### src/rtl/fwd_pkg.sv
package fwd_pkg;

    localparam int FWD_SEL_W = 2;

    typedef enum logic [FWD_SEL_W-1:0] {
        FWD_FROM_ID  = 2'b00,
        FWD_FROM_MEM = 2'b01,
        FWD_FROM_WB  = 2'b10
    } fwd_sel_e;

endpackage

### src/rtl/fwd_stage_match.sv
module fwd_stage_match #(
    parameter int REG_W = 5
) (
    input  logic [REG_W-1:0] src_idx_i,
    input  logic [REG_W-1:0] dst_idx_i,
    input  logic             dst_wen_i,
    output logic             hit_o
);

    logic dst_nonzero;

    always_comb begin
        dst_nonzero = (dst_idx_i != '0);
        hit_o       = dst_wen_i && dst_nonzero && (dst_idx_i == src_idx_i);
    end

endmodule

### src/rtl/fwd_operand_pick.sv
module fwd_operand_pick
    import fwd_pkg::*;
#(
    parameter int REG_W = 5
) (
    input  logic [REG_W-1:0] src_idx_i,
    input  logic             mem_hit_i,
    input  logic             wb_hit_i,
    output fwd_sel_e         sel_o
);

    always_comb begin
        unique case ({mem_hit_i, wb_hit_i})
            2'b10, 2'b11: sel_o = FWD_FROM_MEM;
            2'b01:        sel_o = FWD_FROM_WB;
            default:      sel_o = FWD_FROM_ID;
        endcase
    end

    always_comb begin
        AST_SEL_LEGAL: assert (sel_o != fwd_sel_e'(2'b11)) else $error("illegal select code");
        if (src_idx_i == '0) begin
            AST_ZERO_REG_LOCAL: assert (sel_o == FWD_FROM_ID) else $error("x0 forwarded");
        end
        if (mem_hit_i) begin
            AST_MEM_WINS: assert (sel_o == FWD_FROM_MEM) else $error("memory stage lost priority");
        end
    end

endmodule

### src/rtl/fwd_load_detect.sv
module fwd_load_detect #(
    parameter int NUM_SRC = 2
) (
    input  logic               mem_load_i,
    input  logic [NUM_SRC-1:0] src_mem_hit_i,
    output logic               stall_o
);

    always_comb begin
        stall_o = mem_load_i && (|src_mem_hit_i);
    end

    always_comb begin
        if (!mem_load_i) begin
            AST_STALL_NEEDS_LOAD: assert (!stall_o) else $error("stall without load");
        end
    end

endmodule

### src/rtl/fwd_unit.sv
module fwd_unit
    import fwd_pkg::*;
#(
    parameter int REG_W = 5
) (
    input  logic [REG_W-1:0]     ex_src_a_i,
    input  logic [REG_W-1:0]     ex_src_b_i,
    input  logic [REG_W-1:0]     mem_dst_i,
    input  logic                 mem_wen_i,
    input  logic                 mem_load_i,
    input  logic [REG_W-1:0]     wb_dst_i,
    input  logic                 wb_wen_i,
    output logic [FWD_SEL_W-1:0] sel_a_o,
    output logic [FWD_SEL_W-1:0] sel_b_o,
    output logic                 load_stall_o
);

    localparam int NUM_SRC = 2;

    logic [NUM_SRC-1:0][REG_W-1:0] src_idx;
    logic [NUM_SRC-1:0]            mem_hit;
    logic [NUM_SRC-1:0]            wb_hit;
    fwd_sel_e                      sel   [NUM_SRC];

    assign src_idx[0] = ex_src_a_i;
    assign src_idx[1] = ex_src_b_i;

    for (genvar g = 0; g < NUM_SRC; g++) begin : g_src
        fwd_stage_match #(.REG_W(REG_W)) u_mem_match (
            .src_idx_i (src_idx[g]),
            .dst_idx_i (mem_dst_i),
            .dst_wen_i (mem_wen_i),
            .hit_o     (mem_hit[g])
        );

        fwd_stage_match #(.REG_W(REG_W)) u_wb_match (
            .src_idx_i (src_idx[g]),
            .dst_idx_i (wb_dst_i),
            .dst_wen_i (wb_wen_i),
            .hit_o     (wb_hit[g])
        );

        fwd_operand_pick #(.REG_W(REG_W)) u_pick (
            .src_idx_i (src_idx[g]),
            .mem_hit_i (mem_hit[g]),
            .wb_hit_i  (wb_hit[g]),
            .sel_o     (sel[g])
        );
    end

    fwd_load_detect #(.NUM_SRC(NUM_SRC)) u_load (
        .mem_load_i    (mem_load_i),
        .src_mem_hit_i (mem_hit),
        .stall_o       (load_stall_o)
    );

    assign sel_a_o = sel[0];
    assign sel_b_o = sel[1];

    always_comb begin
        if (!mem_wen_i && !wb_wen_i) begin
            AST_NO_WRITER_NO_FWD: assert (sel_a_o == FWD_FROM_ID && sel_b_o == FWD_FROM_ID)
                else $error("forwarded from a non-writing stage");
        end
        if (load_stall_o) begin
            AST_STALL_HAS_MEM_SEL: assert (sel_a_o == FWD_FROM_MEM || sel_b_o == FWD_FROM_MEM)
                else $error("stall without a memory-stage match");
        end
        if (ex_src_a_i == ex_src_b_i) begin
            AST_SAME_SRC_SAME_SEL: assert (sel_a_o == sel_b_o)
                else $error("equal sources got different selects");
        end
    end

endmodule

### config.mk
export PLATFORM = sky130hd
export DESIGN_NAME = fwd_unit
export DESIGN_NICKNAME = d
export VERILOG_FILES = /design/src/rtl/fwd_pkg.sv /design/src/rtl/fwd_stage_match.sv /design/src/rtl/fwd_operand_pick.sv /design/src/rtl/fwd_load_detect.sv /design/src/rtl/fwd_unit.sv
export SDC_FILE = /design/constraint.sdc
export NUM_CORES = 1
export LEC_CHECK = 0
export ABC_CLOCK_PERIOD_IN_PS = 2009
export BUFFER_PORTS_ARGS = -buffer_cell sky130_fd_sc_hd__buf_2
export CORE_AREA = 8 8 45 47
export DETAILED_ROUTE_END_ITERATION = 7
export DIE_AREA = 0 0 53 55
export PLACE_DENSITY = 0.65
export SLEW_MARGIN = 15
export SYNTH_ARGS = -nofsm -noshare
export SYNTH_HDL_FRONTEND = slang
export SYNTH_SLANG_ARGS = --single-unit
### constraint.sdc
create_clock -name vclk -period 2.01
set_input_delay 0.402 -clock vclk [all_inputs]
set_output_delay 0.402 -clock vclk [all_outputs]
set_load 0.01 [all_outputs]
==> flow_summary.json, run 1 <==
{
  "total_power_w": 0.000126,
  "slowest_stage": "or4_4",
  "rsz0062_at_grt": "true",
  "layout_commonest_cell": "buf_2",
  "crit_chain": "buf_6 > or4_4 > o21ai_4 > buf_4 > buf_6 > buf_4 > a211oi_2 > buf_2",
  "fin_crit_sh_pct": 103,
  "dieHeight_um": 55,
  "overflow": 0,
  "stdcell_count": 93,
  "violations": "negative setup slack",
  "ys_types": 11,
  "power.share.switching_pct": 42.5,
  "drt_iter0_drc": 1,
  "final.min_clock_period_ns": 2.07,
  "ant_nets": 0,
  "grt_max_degree": 4,
  "p_per_area_nw_per_um2": 194,
  "irDropWorstVdd_uv": 77.0,
  "tightest_slew_ns": 0.298,
  "syn-cell-area_um2": 290,
  "critPathKind": "in2out",
  "seq_cells": 0,
  "critical_path.top_delay_family": "buffers and inverters",
  "crit_path_max_incr_delay_ns": 0.53,
  "maxSlewHeadroom_pct": 80.0,
  "setup_viol": 4,
  "num_antenna_cells": 0,
  "wl_um": 1200,
  "wire_per_inst_um": 12.9,
  "hp-class": "in2out",
  "via_per_inst": 4.49,
  "power.share.combinational_pct": 100.0,
  "postLayoutCellArea_um2": 647,
  "layout_common_cells": "23 x buf_2, 14 x xor2_1, 10 x buf_4, 7 x buf_6",
  "outcome": "finished, violations left",
  "place_congestion": 0.797,
  "maxCapViolations": 0,
  "fin_tns_setup_ns": -0.156,
  "power.internal_w": 0.0000722,
  "critical_path.endpoint_type": "output port",
  "grtUsageTotal_pct": 7.14,
  "vias": 418,
  "synthesis.nets": 59,
  "num-clock-buffers": 0,
  "yosysWarnings": 0,
  "yosysSeqAreaShare_pct": 0,
  "wl_met1_um": 413,
  "highest_layer": "met3",
  "grt_pass1_vias": 414,
  "io_pins": 28,
  "slew_viol_final": 0,
  "avgSynthCellArea_um2": 8.06,
  "die_w_um": 53,
  "area_growth_pct": 123,
  "start_kind": "input port",
  "p_leak_nw": 0.306,
  "clock.fmax_mhz": 484,
  "core_area_um2": 1380,
  "drive_above_1_share_pct": 67.5,
  "dr_wl_met3_um": 148,
  "setup_ws_ns": -0.0561,
  "regArea_um2": 0,
  "rows": 14,
  "nets": 102,
  "drtPass1Iterations": 2,
  "required_ns": 1.61,
  "io_buffers": 28,
  "drc": 0,
  "netSwitchingPower_w": 0.0000534,
  "seq_power_share_pct": 0,
  "dp.cells": 88,
  "pwr-share-clk_pct": 0,
  "initial_utilization_pct": 21.0,
  "synthCells": 36,
  "critPathMaxFanout": 3,
  "critical_path_arrival_ns": 1.66,
  "antenna_found_initial": 0,
  "hold_violations": 0,
  "wl_met2_um": 636,
  "dp_hpwl_um": 1030,
  "crit_buf_inv": 5,
  "placed_area_um2": 510,
  "fillers": 140,
  "preCtsSetupSlack_ns": -0.123,
  "dieArea_um2": 2920,
  "grt_pass1_wl_um": 1660
}
layout make-up:
cell class	count	area [um^2]	share of cell area, %
inverter	1	3.75	0.580
multi-input combinational	35	339	52.4
tap	16	20.0	3.09
timing repair buffer	41	284	43.9
layer usage:
layer  up-vias  track usage (%)
li1        214                -
met1       188             6.64
met2        16             14.6
met3         0             3.21
met4         0                0
met5         -                0
cell usage after synthesis, drive strengths merged:
master	n	area, um^2
nor4	4	37.5
or3	2	12.5
inv	1	3.75
nand3	2	10.0
a211oi	1	7.51
o21ai	2	13.8
xor2	14	123
or4	4	30.0
xnor2	6	52.6
final timing paths:
check,from,to,slack [ns],depth (start not counted)
worst max-delay path,mem_dst_i[4],load_stall_o,-0.06,8
worst min-delay path,mem_load_i,load_stall_o,1.13,4
power groups by stage:
stage               Clock [W]  Combinational [W]  Sequential [W]
floorplan                   0          0.0000399               0
global placement            0          0.0000943               0
detailed placement          0          0.0000956               0
CTS                         0           0.000119               0
global route                0           0.000136               0
finish                      0           0.000126               0
cells by family after synthesis:
kind of cell / share of synthesized area [%]
AOI/OAI and AO/OA: 7.33
xor gates and xnor gates: 60.3
buffers and inverters: 1.29
and+or+nand+nor: 31.0
worst min-delay path: stages:
cell      delay (ns)
buf_2           0.09
inv_1           0.06
a211oi_2        0.04
buf_2           0.13
repair_timing:
action / CTS / global route
gates resized for setup: 17 / 3
endpoints found under the setup margin: 4 / 5
hold buffers: 0 / 0
setup buffers: 3 / 2
pin swaps: 12 / 4
metrics by stage:
step	hold slack, ns	utilization [%]
3_3_place_gp	1.10	36.9
5_1_grt	1.15	46.7
2_1_floorplan	0.895	-
3_5_place_dp	1.11	36.9
4_1_cts	1.12	44.5
6_report	1.13	46.7
No activity file was read; power rests on OpenSTA's default activity.
==> run 2: changes to the inputs <==
CORE_AREA = 2 2 39 41   (was 8 8 45 47)
DIE_AREA = 0 0 41 43   (was 0 0 53 55)
PLACE_DENSITY = not set   (was 0.65)
TNS_END_PERCENT = 5   (was not set)
==> run 2 against run 1 <==
Effect of this change:
- the run still ends with negative setup slack left
- final area down 7.7%
- total power is 4.0% lower
- sequential cell count stayed put
- setup slack got worse by 0.019 ns
- critical path type unchanged
- largest cell class unchanged
==> flow_summary.json, run 2 (synthesized netlist as in run 1, its figures left out) <==
{
  "hold_end": "load_stall_o",
  "place_congestion": 0.767,
  "outcome": "finished, violations left",
  "wl_um": 1090,
  "met3_usage_pct": 0,
  "violations": "negative setup slack",
  "postLayoutCellArea_um2": 597,
  "regArea_um2": 0,
  "clock.fmax_mhz": 480,
  "setup_ws_ns": -0.0755,
  "grt.met2_usage_pct": 26.9,
  "tightest_slew_ns": 0.348,
  "rows": 14,
  "setup_viol": 3,
  "num-clock-buffers": 0,
  "placed_area_um2": 495,
  "ant_nets": 0,
  "dieHeight_um": 43,
  "nets": 99,
  "start_kind": "input port",
  "maxCapViolations": 0,
  "grt_max_degree": 4,
  "fin_crit_sh_pct": 104,
  "core_area_um2": 1380,
  "area_growth_pct": 106,
  "final.min_clock_period_ns": 2.09,
  "grt_busiest_layer": "met2",
  "critPathMaxFanout": 3,
  "dp_hpwl_um": 894,
  "overflow": 0,
  "p_leak_nw": 0.274,
  "grt_util_met1_pct": 15.5,
  "grtUsageTotal_pct": 13.5,
  "fin_tns_setup_ns": -0.211,
  "io_buffers": 28,
  "grt_pass1_vias": 436,
  "drt_iter0_drc": 1,
  "wire_per_inst_um": 12.1,
  "p_per_area_nw_per_um2": 202,
  "critical_path.endpoint_type": "output port",
  "antenna_found_initial": 0,
  "seq_cells": 0,
  "layout_common_cells": "25 x buf_2, 14 x xor2_1, 9 x buf_4, 6 x xnor2_1, 4 x buf_6",
  "worst_hold_startpoint": "mem_load_i",
  "hold_violations": 0,
  "slew_viol_final": 0,
  "drive_above_1_share_pct": 62.2,
  "initial_utilization_pct": 21.0,
  "num_antenna_cells": 0,
  "layout_commonest_cell": "buf_2",
  "stdcell_count": 90,
  "via_per_inst": 4.52,
  "drc": 0,
  "critical_path_arrival_ns": 1.68,
  "hp-class": "in2out",
  "post-route-util_pct": 43.1,
  "dp.cells": 86,
  "holdWs_ns": 1.10,
  "io_pins": 28,
  "vias": 407,
  "irDropWorstVdd_uv": 68.7,
  "die_w_um": 41,
  "critPathKind": "in2out",
  "grt_pass1_wl_um": 1720,
  "rsz0062_at_grt": "true",
  "drtPass1Iterations": 2,
  "worstHoldPathCells": 4,
  "dieArea_um2": 1760,
  "required_ns": 1.61,
  "maxSlewHeadroom_pct": 76.7
}
## run 2: cell types whose count changed in the layout (fill, tap and decap cells not counted), sizes merged
cell / before / now
buf: 41 / 38
## run 2: stage by stage
| step | setup slack [ns] | power (W) |
|---|---|---|
| global placement | -0.114 | 0.0000926 |
| global route | -0.157 | 0.000131 |
| floorplan | 0.0323 | 0.0000399 |
| detailed placement | -0.120 | 0.0000944 |
| finish | -0.0755 | 0.000121 |
| CTS | -0.0698 | 0.000115 |
## run 2: worst max-delay path, cell delays in order
cell	delay, ns
buf_6	0.09
or4_4	0.54
o21ai_4	0.18
buf_4	0.14
buf_4	0.09
buf_4	0.08
a211oi_1	0.03
buf_2	0.14
## run 2: worst max-delay path by stage
stage / start / to / slack (ns) / depth (start not counted)
2_1_floorplan: mem_dst_i[0] / sel_a_o[1] / 0.03 / 4
3_3_place_gp: mem_dst_i[0] / sel_a_o[1] / -0.11 / 6
3_5_place_dp: mem_dst_i[0] / sel_b_o[1] / -0.12 / 6
4_1_cts: mem_dst_i[4] / sel_a_o[1] / -0.07 / 7
5_1_grt: mem_dst_i[4] / sel_b_o[1] / -0.16 / 7
6_report: mem_dst_i[4] / load_stall_o / -0.08 / 8
## run 2: cell type report
cell class         instances  area (um^2)
fillers                  157          787
well taps                 16         20.0
multi-input cells         35          335
inverters                  1         3.75
repair buffers            38          238
## run 2: routing by layer
layer	routed length, um	part of all wire (%)
met5	0	0
met4	0	0
met2	604	56
met3	72	6.6
met1	412	38
## run 2: what timing repair did
item	4_1_cts	5_1_grt
pin swaps	6	1
buffers inserted	3	1
endpoints found under the setup margin	3	4
resized for setup	12	1
hold buffers	0	0
## run 2: report_power, final
part	leakage, nW	internal (W)	switching (W)
registers	0	0	0
logic	0.274	0.0000637	0.0000569
clock network	0	0	0
